--- src/rtl/twi_bus_frontend.sv ---
module twi_bus_frontend #(
  parameter int SPIKE_CYC = 13,
  parameter int HOLD_CYC  = 75
) (
  input  logic clk,
  input  logic rst_n,
  input  logic scl_pin,
  input  logic sda_pin,
  input  logic sda_drive_req,
  output logic scl_level,
  output logic sda_level,
  output logic scl_rise,
  output logic scl_fall,
  output logic start_pulse,
  output logic stop_pulse,
  output logic bus_idle,
  output logic sda_pull
);
  localparam int SW = $clog2(SPIKE_CYC + 2);
  localparam int HW = $clog2(HOLD_CYC + 2);

  logic [1:0] raw, filt, prev;
  logic [HW-1:0] hold_cnt;

  assign raw = {sda_pin, scl_pin};

  for (genvar i = 0; i < 2; i++) begin : g_line
    logic meta, sync, level;
    logic [SW-1:0] cnt;

    always_ff @(posedge clk) begin
      if (!rst_n) begin
        meta  <= 1'b1;
        sync  <= 1'b1;
        level <= 1'b1;
        cnt   <= '0;
      end else begin
        meta <= raw[i];
        sync <= meta;
        if (sync == level) begin
          cnt <= '0;
        end else if (cnt == SW'(SPIKE_CYC)) begin
          level <= sync;
          cnt   <= '0;
        end else begin
          cnt <= cnt + 1'b1;
        end
      end
    end

    assign filt[i] = level;
  end

  always_ff @(posedge clk) begin
    if (!rst_n) prev <= 2'b11;
    else        prev <= filt;
  end

  assign scl_level   = filt[0];
  assign sda_level   = filt[1];
  assign scl_rise    = filt[0] & ~prev[0];
  assign scl_fall    = ~filt[0] & prev[0];
  assign start_pulse = filt[0] & prev[0] & prev[1] & ~filt[1];
  assign stop_pulse  = filt[0] & prev[0] & ~prev[1] & filt[1];

  always_ff @(posedge clk) begin
    if (!rst_n)           bus_idle <= 1'b1;
    else if (start_pulse) bus_idle <= 1'b0;
    else if (stop_pulse)  bus_idle <= 1'b1;
  end

  always_ff @(posedge clk) begin
    if (!rst_n) begin
      hold_cnt <= '0;
      sda_pull <= 1'b0;
    end else begin
      if (scl_fall)            hold_cnt <= HW'(HOLD_CYC);
      else if (hold_cnt != '0) hold_cnt <= hold_cnt - 1'b1;
      if (!scl_fall && hold_cnt == '0) sda_pull <= sda_drive_req;
    end
  end
endmodule

--- config.mk ---
export PLATFORM = sky130hd
export DESIGN_NAME = twi_bus_frontend
export DESIGN_NICKNAME = d
export VERILOG_FILES = /design/src/rtl/twi_bus_frontend.sv
export SDC_FILE = /design/constraint.sdc
export NUM_CORES = 1
export LEC_CHECK = 0
export ABC_AREA = 1
export BUFFER_PORTS_ARGS = -buffer_cell sky130_fd_sc_hd__buf_2
export CAP_MARGIN = 20
export CORE_MARGIN = 2
export CORE_UTILIZATION = 35
export DETAILED_ROUTE_END_ITERATION = 10
export GPL_TIMING_DRIVEN = 1
export PLACE_DENSITY = 0.6
export SYNTH_ARGS = -nofsm -noshare
export SYNTH_HDL_FRONTEND = slang
export SYNTH_SLANG_ARGS = --single-unit
--- constraint.sdc ---
create_clock -name clk -period 1.3 [get_ports clk]
set_clock_uncertainty 0.05 [all_clocks]
set_input_delay 0.26 -clock clk [delete_from_list [all_inputs] [get_ports clk]]
set_output_delay 0.26 -clock clk [all_outputs]
set_load 0.05 [all_outputs]
# After elaboration in Yosys (flattened, before gate mapping)
# Index checks and enable logic that the tools add are counted.
# classes
addsub	3
n_mul	0
div	0
order_cmp	0
n_eq_ne	4
n_shift	0
n_mux	4
bitwise	14
n_reduce_logical	11
# op_table
operator	n
$mux 7	2
$add 4x1->4 const B	2
$eq 4x4->1 const B	2
$and 1x1->1	7
$logic_not 7->1	1
$not 1->1	7
$reduce_bool 7->1	1
$sub 7x1->7 const B	1
$reduce_or 3->1	2
$reduce_and 2->1	2
$reduce_bool 2->1	2
$eq 1x1->1	2
$mux 1	2
$reduce_or 2->1	1
$logic_and 1x1->1	1
$logic_not 1->1	1
# word_totals
register_bits	25
latchBits	0
ram_bits	0
romBits	0
in_bits	5
out_inout_bits	8
wordCells	49
n_memories	0

# Depth between registers and ports, before layout
# Gate-level depths: netlist (run 1).
# logic_depth
ltp_word	5
mapped_depth	9
depth_no_buf	9

# Worst setup path after synthesis (run 1)
# OpenSTA, ideal clock, no wires.
# synth_timing
kind	register -> output
start	register g_line[1].level, in the netlist sda_level
end	output port stop_pulse
t_arrival_ns	1.970
required_time_ns	0.990
slack_ns	-0.980
path_stages_with_launch	3
path_buffers	0
path_cell_list	dfxtp_1 -> inv_1 -> nor3_1
# synth_between
elab_chain_len	1
# synth_lines
element	line	rtl
start: declaration	28	logic meta, sync, level;
start signal: assignment	43	level <= sync;
$and 1x1->1	64	assign stop_pulse = filt[0] & prev[0] & ~prev[1] & filt[1];
end: declaration	15	output logic stop_pulse,
# No other way between the ends.

# Worst setup path after layout (run 1)
# layout_timing
start	register g_line[0].level, in the netlist scl_level
end	output port start_pulse
# layout_between
elab_chain_len	3
# layout_lines
element	line	rtl
start: declaration	28	
start signal: assignment	43	
$and 1x1->1 (3 in a row)	63	assign start_pulse = filt[0] & prev[0] & prev[1] & ~filt[1];
end: declaration	14	output logic start_pulse,
# No other way between the ends.

==> results of run 1 <==
## how the worst max path moves through the flow
stage                                      start                  endpoint  slack [ns]  depth (start not counted)
final                     scl_level$_SDFFE_PN1P_               start_pulse       -0.13                          5
after floorplan           scl_level$_SDFFE_PN1P_  hold_cnt[3]$_SDFFE_PN0N_       -0.10                          5
after global placement    scl_level$_SDFFE_PN1P_               start_pulse        0.03                          5
after CTS                 scl_level$_SDFFE_PN1P_               start_pulse       -0.15                          5
after detailed placement  scl_level$_SDFFE_PN1P_               start_pulse       0.009                          5
after global routing      scl_level$_SDFFE_PN1P_               start_pulse       -0.20                          5
## logic make-up (layout without fill, tap and decap cells)
family,count (synthesis),in the layout,share of synthesized area
simple gates,56,56,0.263
flops,25,25,0.465
buf+inv,19,45,0.0698
compound gates,16,16,0.0837
fa+ha+maj,6,6,0.0698
xor+xnor,6,6,0.0488
## report_power, final
part | switching, mW | leakage [nW] | internal, mW
clock | 0.229 | 0.0177 | 0.115
combinational | 0.442 | 0.398 | 0.336
sequential | 0.0859 | 0.204 | 0.860
total | 0.757 | 0.620 | 1.31
## worst max-delay path: stages, from the launching register on
cell and delay (ns):
dfxtp_4 0.38, nand2_4 0.08, inv_4 0.04, nand3_4 0.06, clkinvlp_4 0.09, buf_8 0.15
## placed cells by master (no fill, tap or decap), drive strengths merged
| master | netlist | final |
|---|---|---|
| buf | 1 | 22 |
| clkinvlp | 0 | 2 |
| clkinv | 0 | 1 |
| ha | 6 | 6 |
| clkbuf | 0 | 4 |
| nand3 | 11 | 11 |
| or2 | 5 | 5 |
| nand3b | 2 | 2 |
| nor2 | 19 | 19 |
| o211ai | 2 | 2 |
| nor3 | 1 | 1 |
| nand2 | 16 | 16 |
| nand4 | 2 | 2 |
| a21oi | 10 | 10 |
| xor2 | 3 | 3 |
| xnor2 | 3 | 3 |
| dfxtp | 25 | 25 |
| inv | 18 | 16 |
| o21ai | 4 | 4 |
## flip-flops by register name (all words and copies together), names as in the netlist
name,count
bus_idle,1
g_line.cnt,8
g_line.meta,2
g_line.sync,2
hold_cnt,7
prev,2
scl_level,1
sda_level,1
sda_pull,1
## routing by layer
| layer | part of all wire | vias to the layer above |
|---|---|---|
| li1 | - | 458 |
| met1 | 0.47 | 373 |
| met2 | 0.50 | 5 |
| met3 | 0.024 | 2 |
| met4 | 0.0064 | 0 |
| met5 | 0 | - |
## per-stage QoR
stage	std cells	setup TNS [ns]	setup slack [ns]	power (mW)	hold slack, ns
final	187	-0.514	-0.129	2.07	0.0632
after detailed placement	178	0	0.00877	1.67	0.351
after global placement	178	0	0.0347	1.64	0.347
after CTS	185	-0.527	-0.152	2.03	0.0451
after floorplan	128	-0.232	-0.101	1.51	0.317
after global routing	187	-0.851	-0.198	2.26	0.0350
## final cells by class
type | count | area share
clock inverter | 1 | 0.00352
timing repair buffer | 23 | 0.142
sequential | 25 | 0.360
multi-input combinational | 84 | 0.393
clock buffer | 3 | 0.0158
inverter | 18 | 0.0563
tap | 33 | 0.0290
## timing repair
action	in CTS	in global routing
gates resized for setup	24	13
hold endpoints to repair	0	0
setup endpoints to repair	4	14
pin swaps	3	4
setup buffers	3	2
==> flow_metrics.tcl, run 1 <==
set metrics [dict create \
    status "finished with violations" \
    violations "setup timing" \
    p_leak_nw 0.620 \
    cts_tree "yes" \
    max_freq_ghz 0.700 \
    critPathKind "reg -> out" \
    ioPinCount 13 \
    clock-sinks 25 \
    synth_edf_count 0 \
    antenna_found_initial 0 \
    ir_worst_vdd_uv 518 \
    place_congestion 0.723 \
    hold_path.class "in -> reg" \
    syn_inst 128 \
    hold_viol_final 0 \
    netlist.area_leader.share 0.465 \
    setup-violations-final 5 \
    wl_um 1880 \
    busiest_layer "met2" \
    ys_seq_area_frac 0.465 \
    h-tree-depth 1 \
    grt_max_degree 15 \
    area_delta_synth_final_pct 32.1 \
    async_flop_share 0 \
    grt_setup_unrepaired "true" \
    drv_slew 0 \
    synthFlopType "dfxtp_1" \
    coreArea_sq_um 2980 \
    portBuffers 12 \
    clkTransAtPathRegs_ns 0.14 \
    drive_above_1_share 0.377 \
    setup_ws_ns -0.129 \
    ff2ff_path_depth 7 \
    n_antenna_cell 0 \
    syn_area_per_cell_sq_um 8.41 \
    max_slew_margin 0.782 \
    synth.cell_area_sq_um 1080 \
    final_core_util 0.477 \
    fp.dieW_um 59.4 \
    nFillCells 301 \
    avgViaCountPerCell 4.48 \
    ys_top_cells_by_area "dfxtp_1 (47%), ha_1 (7.0%), inv_1 (5.9%)" \
    power.density_nw_per_um2 1450 \
    wl_per_cell_um 10.0 \
    met3_usage 0.0240 \
    insertion_delay_ns 0.32 \
    regToRegSetupSlack_ns 0.08 \
    die_y_um 59.4 \
    die_area_sq_um 3530 \
    crit_fanout 3 \
    reg2reg_to "hold_cnt[6]$_SDFFE_PN0N_" \
    ys_top_cells_by_count "dfxtp_1 (25), inv_1 (17), nor2_1 (16)" \
    synth.distinct_cells 25 \
    final_antenna_net_count 0 \
    synth_nets 139 \
    reg2reg_from "prev[0]$_SDFF_PN1_" \
    place_area_sq_um 1250 \
    yosys.area.top_type "dfxtp_1" \
    synth_most_common_cell "dfxtp_1" \
    min_period_ns 1.43 \
    postCtsHoldBufs 0 \
    ys_warn_count 0 \
    start_util 0.361 \
    min_from "sda_pin" \
    worstMarginPinSlew_ns 0.326 \
    use_met1 0.136 \
    cp.arrival_ns 1.12 \
    regArea_sq_um 512 \
    cp-start-kind "flop" \
    multi_input_area_sq_um 559 \
    crit_required_ns 0.99 \
    end_kind "output pin" \
    dp_hpwl_um 1380 \
    cts_root_buf "clkbuf_4" \
    grt_pass1_vias 808 \
    ys_ff_latch 25 \
    numCtsBuffers 3 \
    post-route-period-util 1.10 \
    core.rowCount 20 \
    grt_first_pass_wirelength_um 3230 \
    drt_iter0_drc 43 \
    grt_remaining_overflow 0 \
    dr.pass1.iters 3 \
    maxCapViolations 0 \
    hold_depth 2 \
    nNetsFinal 166 \
    vias 838 \
    grtUsageTotal 0.119 \
    drc 0 \
    min_to "g_line[1].meta$_SDFF_PN1_" \
    clk_path_buf_depth 2 \
    fin_area_sq_um 1420 \
    use_met2 0.212 \
]
Power figures use the tool's default switching activity.
==> inputs of run 2 (changes only) <==
--- a/config.mk
+++ b/config.mk
@@ -8,11 +8,13 @@
 export ABC_AREA = 1
 export BUFFER_PORTS_ARGS = -buffer_cell sky130_fd_sc_hd__buf_2
 export CAP_MARGIN = 20
+export CELL_PAD_IN_SITES_DETAIL_PLACEMENT = 0
+export CELL_PAD_IN_SITES_GLOBAL_PLACEMENT = 1
 export CORE_MARGIN = 2
 export CORE_UTILIZATION = 35
 export DETAILED_ROUTE_END_ITERATION = 10
 export GPL_TIMING_DRIVEN = 1
-export PLACE_DENSITY = 0.6
+export PLACE_DENSITY = 0.73
 export SYNTH_ARGS = -nofsm -noshare
 export SYNTH_HDL_FRONTEND = slang
 export SYNTH_SLANG_ARGS = --single-unit
==> flow_metrics.tcl, run 2 (same netlist as run 1, synthesis figures left out) <==
set metrics [dict create \
    postCtsHoldBufs 0 \
    coreArea_sq_um 2980 \
    vias 856 \
    grtUsageTotal 0.121 \
    violations "setup timing" \
    min_period_ns 1.42 \
    path_delay_family "buffers and inverters" \
    drc 0 \
    critPathKind "reg -> out" \
    fin_area_sq_um 1450 \
    setup-violations-final 4 \
    crit_required_ns 0.99 \
    die_area_sq_um 3530 \
    worst_path_max_delay_cell "dfxtp_2" \
    antenna_found_initial 0 \
    clk_path_buf_depth 2 \
    grt_setup_unrepaired "true" \
    ir_worst_vdd_uv 650 \
    fp.dieW_um 59.4 \
    h-tree-depth 1 \
    setup_ws_ns -0.121 \
    nFillCells 278 \
    largest-register "g_line.cnt" \
    max_freq_ghz 0.704 \
    final_antenna_net_count 0 \
    maxCapViolations 0 \
    die_y_um 59.4 \
    grt_max_degree 15 \
    critPathBufInv 3 \
    start_util 0.361 \
    drive_above_1_share 0.387 \
    final_cell_mix "dfxtp_1 (20), nor2_1 (14), nand2_1 (13)" \
    post-route-period-util 1.09 \
    path_cells "buf_6 -> nand2_4 -> clkinvlp_4 -> buf_8" \
    power.density_nw_per_um2 1460 \
    max_slew_margin 0.780 \
    core.rowCount 20 \
    largest_register_ffs 8 \
    grt_remaining_overflow 0 \
    nNetsFinal 167 \
    place_congestion 0.765 \
    clkTransAtPathRegs_ns 0.13 \
    place_area_sq_um 1250 \
    wl_per_cell_um 10.2 \
    status "finished with violations" \
    hold_viol_final 0 \
    insertion_delay_ns 0.31 \
    end_kind "output pin" \
    crit_fanout 2 \
    ioPinCount 13 \
    worstMarginPinSlew_ns 0.328 \
    cp.arrival_ns 1.11 \
    final_common_cell "dfxtp_1" \
    cts_root_buf "clkbuf_4" \
    n_antenna_cell 0 \
    hold_path.class "in -> reg" \
    area_delta_synth_final_pct 34.7 \
    max_stage_delay_ns 0.36 \
    p_leak_nw 0.623 \
    wl_um 1910 \
    clock-sinks 25 \
    dr.pass1.iters 3 \
    grt_first_pass_wirelength_um 3150 \
    avgViaCountPerCell 4.55 \
    drt_iter0_drc 7 \
    portBuffers 12 \
    drv_slew 0 \
    grt_pass1_vias 758 \
    cts_tree "yes" \
    dp_hpwl_um 1350 \
    cp-start-kind "flop" \
    whs_ns 0.0744 \
    reg_top3 "g_line.cnt x8, hold_cnt x7" \
    numCtsBuffers 3 \
    tns_ns -0.472 \
]
-- run 2: cell types whose count changed in the layout (fill, tap and decap cells not counted) --
cell      before  now
clkbuf_4       4    5
ha_1           5    4
nand3_4        1    2
ha_2           0    1
buf_8          3    4
buf_2          5    4
nand3_2        1    0
-- run 2: layer usage --
layer  routed length [um]  vias to the layer above  GRT usage
li1                     -                      465          -
met1                  860                      382      0.151
met2                  987                        7      0.188
met3                   46                        2     0.0284
met4                   15                        0     0.0682
met5                    0                        -          0
-- run 2: what timing repair did --
item | in CTS | in global routing
buffers inserted | 6 | 0
pin swaps | 3 | 5
gates resized for setup | 24 | 18
setup endpoints to repair | 4 | 15
-- run 2: path summary, 6_finish.rpt --
kind                                           startpoint                        end  slack [ns]  depth (start not counted)
worst max register to register   hold_cnt[1]$_SDFFE_PN0N_   hold_cnt[0]$_SDFFE_PN0N_        0.11                          9
worst min register to register  g_line[1].meta$_SDFF_PN1_  g_line[1].sync$_SDFF_PN1_        0.38                          1
worst max-delay path                   prev[0]$_SDFF_PN1_                   scl_fall       -0.12                          4
worst min-delay path                              scl_pin  g_line[0].meta$_SDFF_PN1_        0.07                          2
-- run 2: stage by stage --
step	setup WS, ns	power (mW)	instances	utilization
detailed placement	0.00820	1.67	178	0.419
CTS	-0.152	2.02	188	0.467
global route	-0.185	2.31	188	0.487
global placement	0.0302	1.66	178	0.419
floorplan	-0.101	1.51	128	-
finish	-0.121	2.12	188	0.487
-- run 2: worst reg2reg max path, delay by kind of cell, from the launching register on --
kind / cells / cell delay [ns]
buf+inv: 3 / 0.15
simple gates: 5 / 0.42
fa+ha+maj: 1 / 0.14
flops: 1 / 0.35
-- run 2: where the power goes --
part	leakage (nW)	total, mW	switching (mW)	internal [mW]
sequential	0.204	0.942	0.0819	0.860
combinational	0.401	0.844	0.478	0.366
clock	0.0177	0.336	0.221	0.115
-- run 2: layout make-up --
class	instances	area, sq um	area share
multi-input cells	84	569	0.393
flip-flops and latches	25	512	0.353
repair buffers	24	219	0.151
inverters	18	80.1	0.0553
well taps	33	41.3	0.0285
clock buffers	3	22.5	0.0155
clock inverters	1	5.00	0.00345
==> inputs of run 3 (changes only) <==
--- a/config.mk
+++ b/config.mk
@@ -14,7 +14,7 @@
 export CORE_UTILIZATION = 35
 export DETAILED_ROUTE_END_ITERATION = 10
 export GPL_TIMING_DRIVEN = 1
-export PLACE_DENSITY = 0.73
+export PLACE_DENSITY = 0.76
 export SYNTH_ARGS = -nofsm -noshare
 export SYNTH_HDL_FRONTEND = slang
 export SYNTH_SLANG_ARGS = --single-unit
==> constraint.sdc (replaced) <==
create_clock -name clk -period 1.15 [get_ports clk]
set_clock_uncertainty 0.05 [all_clocks]
set_input_delay 0.23 -clock clk [delete_from_list [all_inputs] [get_ports clk]]
set_output_delay 0.23 -clock clk [all_outputs]
set_load 0.05 [all_outputs]
==> flow_metrics.tcl, run 3 (same netlist as run 1, synthesis figures left out) <==
set metrics [dict create \
    status "finished with violations" \
    violations "setup timing" \
    cts_root_buf "clkbuf_4" \
    instances_no_fill 193 \
    crit_path_start "prev[0]$_SDFF_PN1_" \
    reg_top3 "g_line.cnt x8, hold_cnt x7" \
    hold_path.class "in -> reg" \
    grtUsageTotal 0.131 \
    drive_above_1_share 0.538 \
    grt_pass1_vias 870 \
    end_kind "output pin" \
    final_core_util 0.535 \
    cp-start-kind "flop" \
    post-route-period-util 1.25 \
    pre_cts_ws_ns -0.0640 \
    portBuffers 12 \
    fp.dieW_um 59.4 \
    nNetsFinal 172 \
    ir_worst_vdd_uv 664 \
    dr.pass1.iters 4 \
    dp_cells 182 \
    largest-register "g_line.cnt" \
    ioPinCount 13 \
    max_freq_ghz 0.698 \
    grt_remaining_overflow 0 \
    max_stage_delay_ns 0.39 \
    crit_fanout 3 \
    maxCapViolations 0 \
    nFillCells 270 \
    crit_required_ns 0.87 \
    regToRegSetupSlack_ns -0.04 \
    ff2ff_path_depth 9 \
    core.rowCount 20 \
    min_period_ns 1.43 \
    grt_setup_unrepaired "true" \
    hold_viol_final 0 \
    setup_ws_ns -0.282 \
    grt_first_pass_wirelength_um 3470 \
    p_leak_nw 0.671 \
    dp_hpwl_um 1520 \
    hold_depth 2 \
    setup-violations-final 11 \
    area_delta_synth_final_pct 48.1 \
    vias 908 \
    final_antenna_net_count 0 \
    drt_iter0_drc 13 \
    path_cells "buf_6 -> nand2_4 -> clkinvlp_4 -> buf_8" \
    wl_um 2340 \
    max_slew_margin 0.777 \
    min_to "g_line[0].meta$_SDFF_PN1_" \
    drv_slew 0 \
    worstMarginPinSlew_ns 0.333 \
    cts_tree "yes" \
    cp.arrival_ns 1.15 \
    grt_max_degree 16 \
    worst_path_max_delay_cell "dfxtp_4" \
    die_y_um 59.4 \
    critPathKind "reg -> out" \
    coreArea_sq_um 2980 \
    final_cell_mix "dfxtp_1 (13), buf_4 (12), nor2_1 (11)" \
    start_util 0.361 \
    clkTransAtPathRegs_ns 0.14 \
    reg2reg_to "hold_cnt[0]$_SDFFE_PN0N_" \
    postCtsHoldBufs 0 \
    place_congestion 0.806 \
    power.density_nw_per_um2 1780 \
    n_antenna_cell 0 \
    min_from "scl_pin" \
    drc 0 \
    largest_register_ffs 8 \
    whs_ns 0.0237 \
    clk_path_buf_depth 2 \
    avgViaCountPerCell 4.70 \
    numCtsBuffers 3 \
    clock-sinks 25 \
    die_area_sq_um 3530 \
    reg2reg_from "hold_cnt[0]$_SDFFE_PN0N_" \
    insertion_delay_ns 0.32 \
    antenna_found_initial 0 \
    h-tree-depth 1 \
    final_common_cell "dfxtp_1" \
    wl_per_cell_um 12.1 \
]
-- run 3: worst max path at each step --
stage,to,cells after the start
CTS,start_pulse,5
finish,scl_fall,4
global route,stop_pulse,3
detailed placement,hold_cnt[6]$_SDFFE_PN0N_,7
global placement,stop_pulse,3
floorplan,hold_cnt[6]$_SDFFE_PN0N_,5
-- run 3: worst max-delay path: cells and delay by family (launching register included) --
kind                   cells  cell delay [ns]
DFF                        1             0.39
and+or+nand+nor            1             0.06
buffers and inverters      3             0.38
-- run 3: report_power, final --
part	switching, mW	internal [mW]	total, mW
registers	0.111	0.975	1.09
clock network	0.278	0.133	0.411
logic	0.723	0.625	1.35
total	1.11	1.73	2.84
-- run 3: per-stage QoR --
step	power [mW]	TNS, ns	cell area (sq um)
floorplan	1.73	-0.661	1130
detailed placement	1.94	-0.360	1290
global placement	1.92	-0.147	1290
CTS	2.53	-1.40	1450
finish	2.84	-1.29	1590
global route	3.04	-2.23	1590
-- run 3: area by class of cell --
type,count,area (sq um),area share
clock inverters,1,7.51,0.00471
well taps,33,41.3,0.0259
inverters,18,82.6,0.0518
multi-input cells,84,642,0.403
clock buffers,3,22.5,0.0141
repair buffers,29,275,0.173
flip-flops and latches,25,523,0.328
-- run 3: metal layers --
layer | global-route usage | up-vias | wire [um]
li1 | - | 476 | -
met1 | 0.153 | 419 | 978
met2 | 0.220 | 9 | 1290
met3 | 0.0284 | 4 | 50
met4 | 0.0714 | 0 | 18
met5 | 0 | - | 0
-- run 3: what timing repair did --
item	4_1_cts	5_1_grt
endpoints found under the setup margin	17	23
gates resized for setup	31	35
pin swaps	8	15
setup buffers	3	5
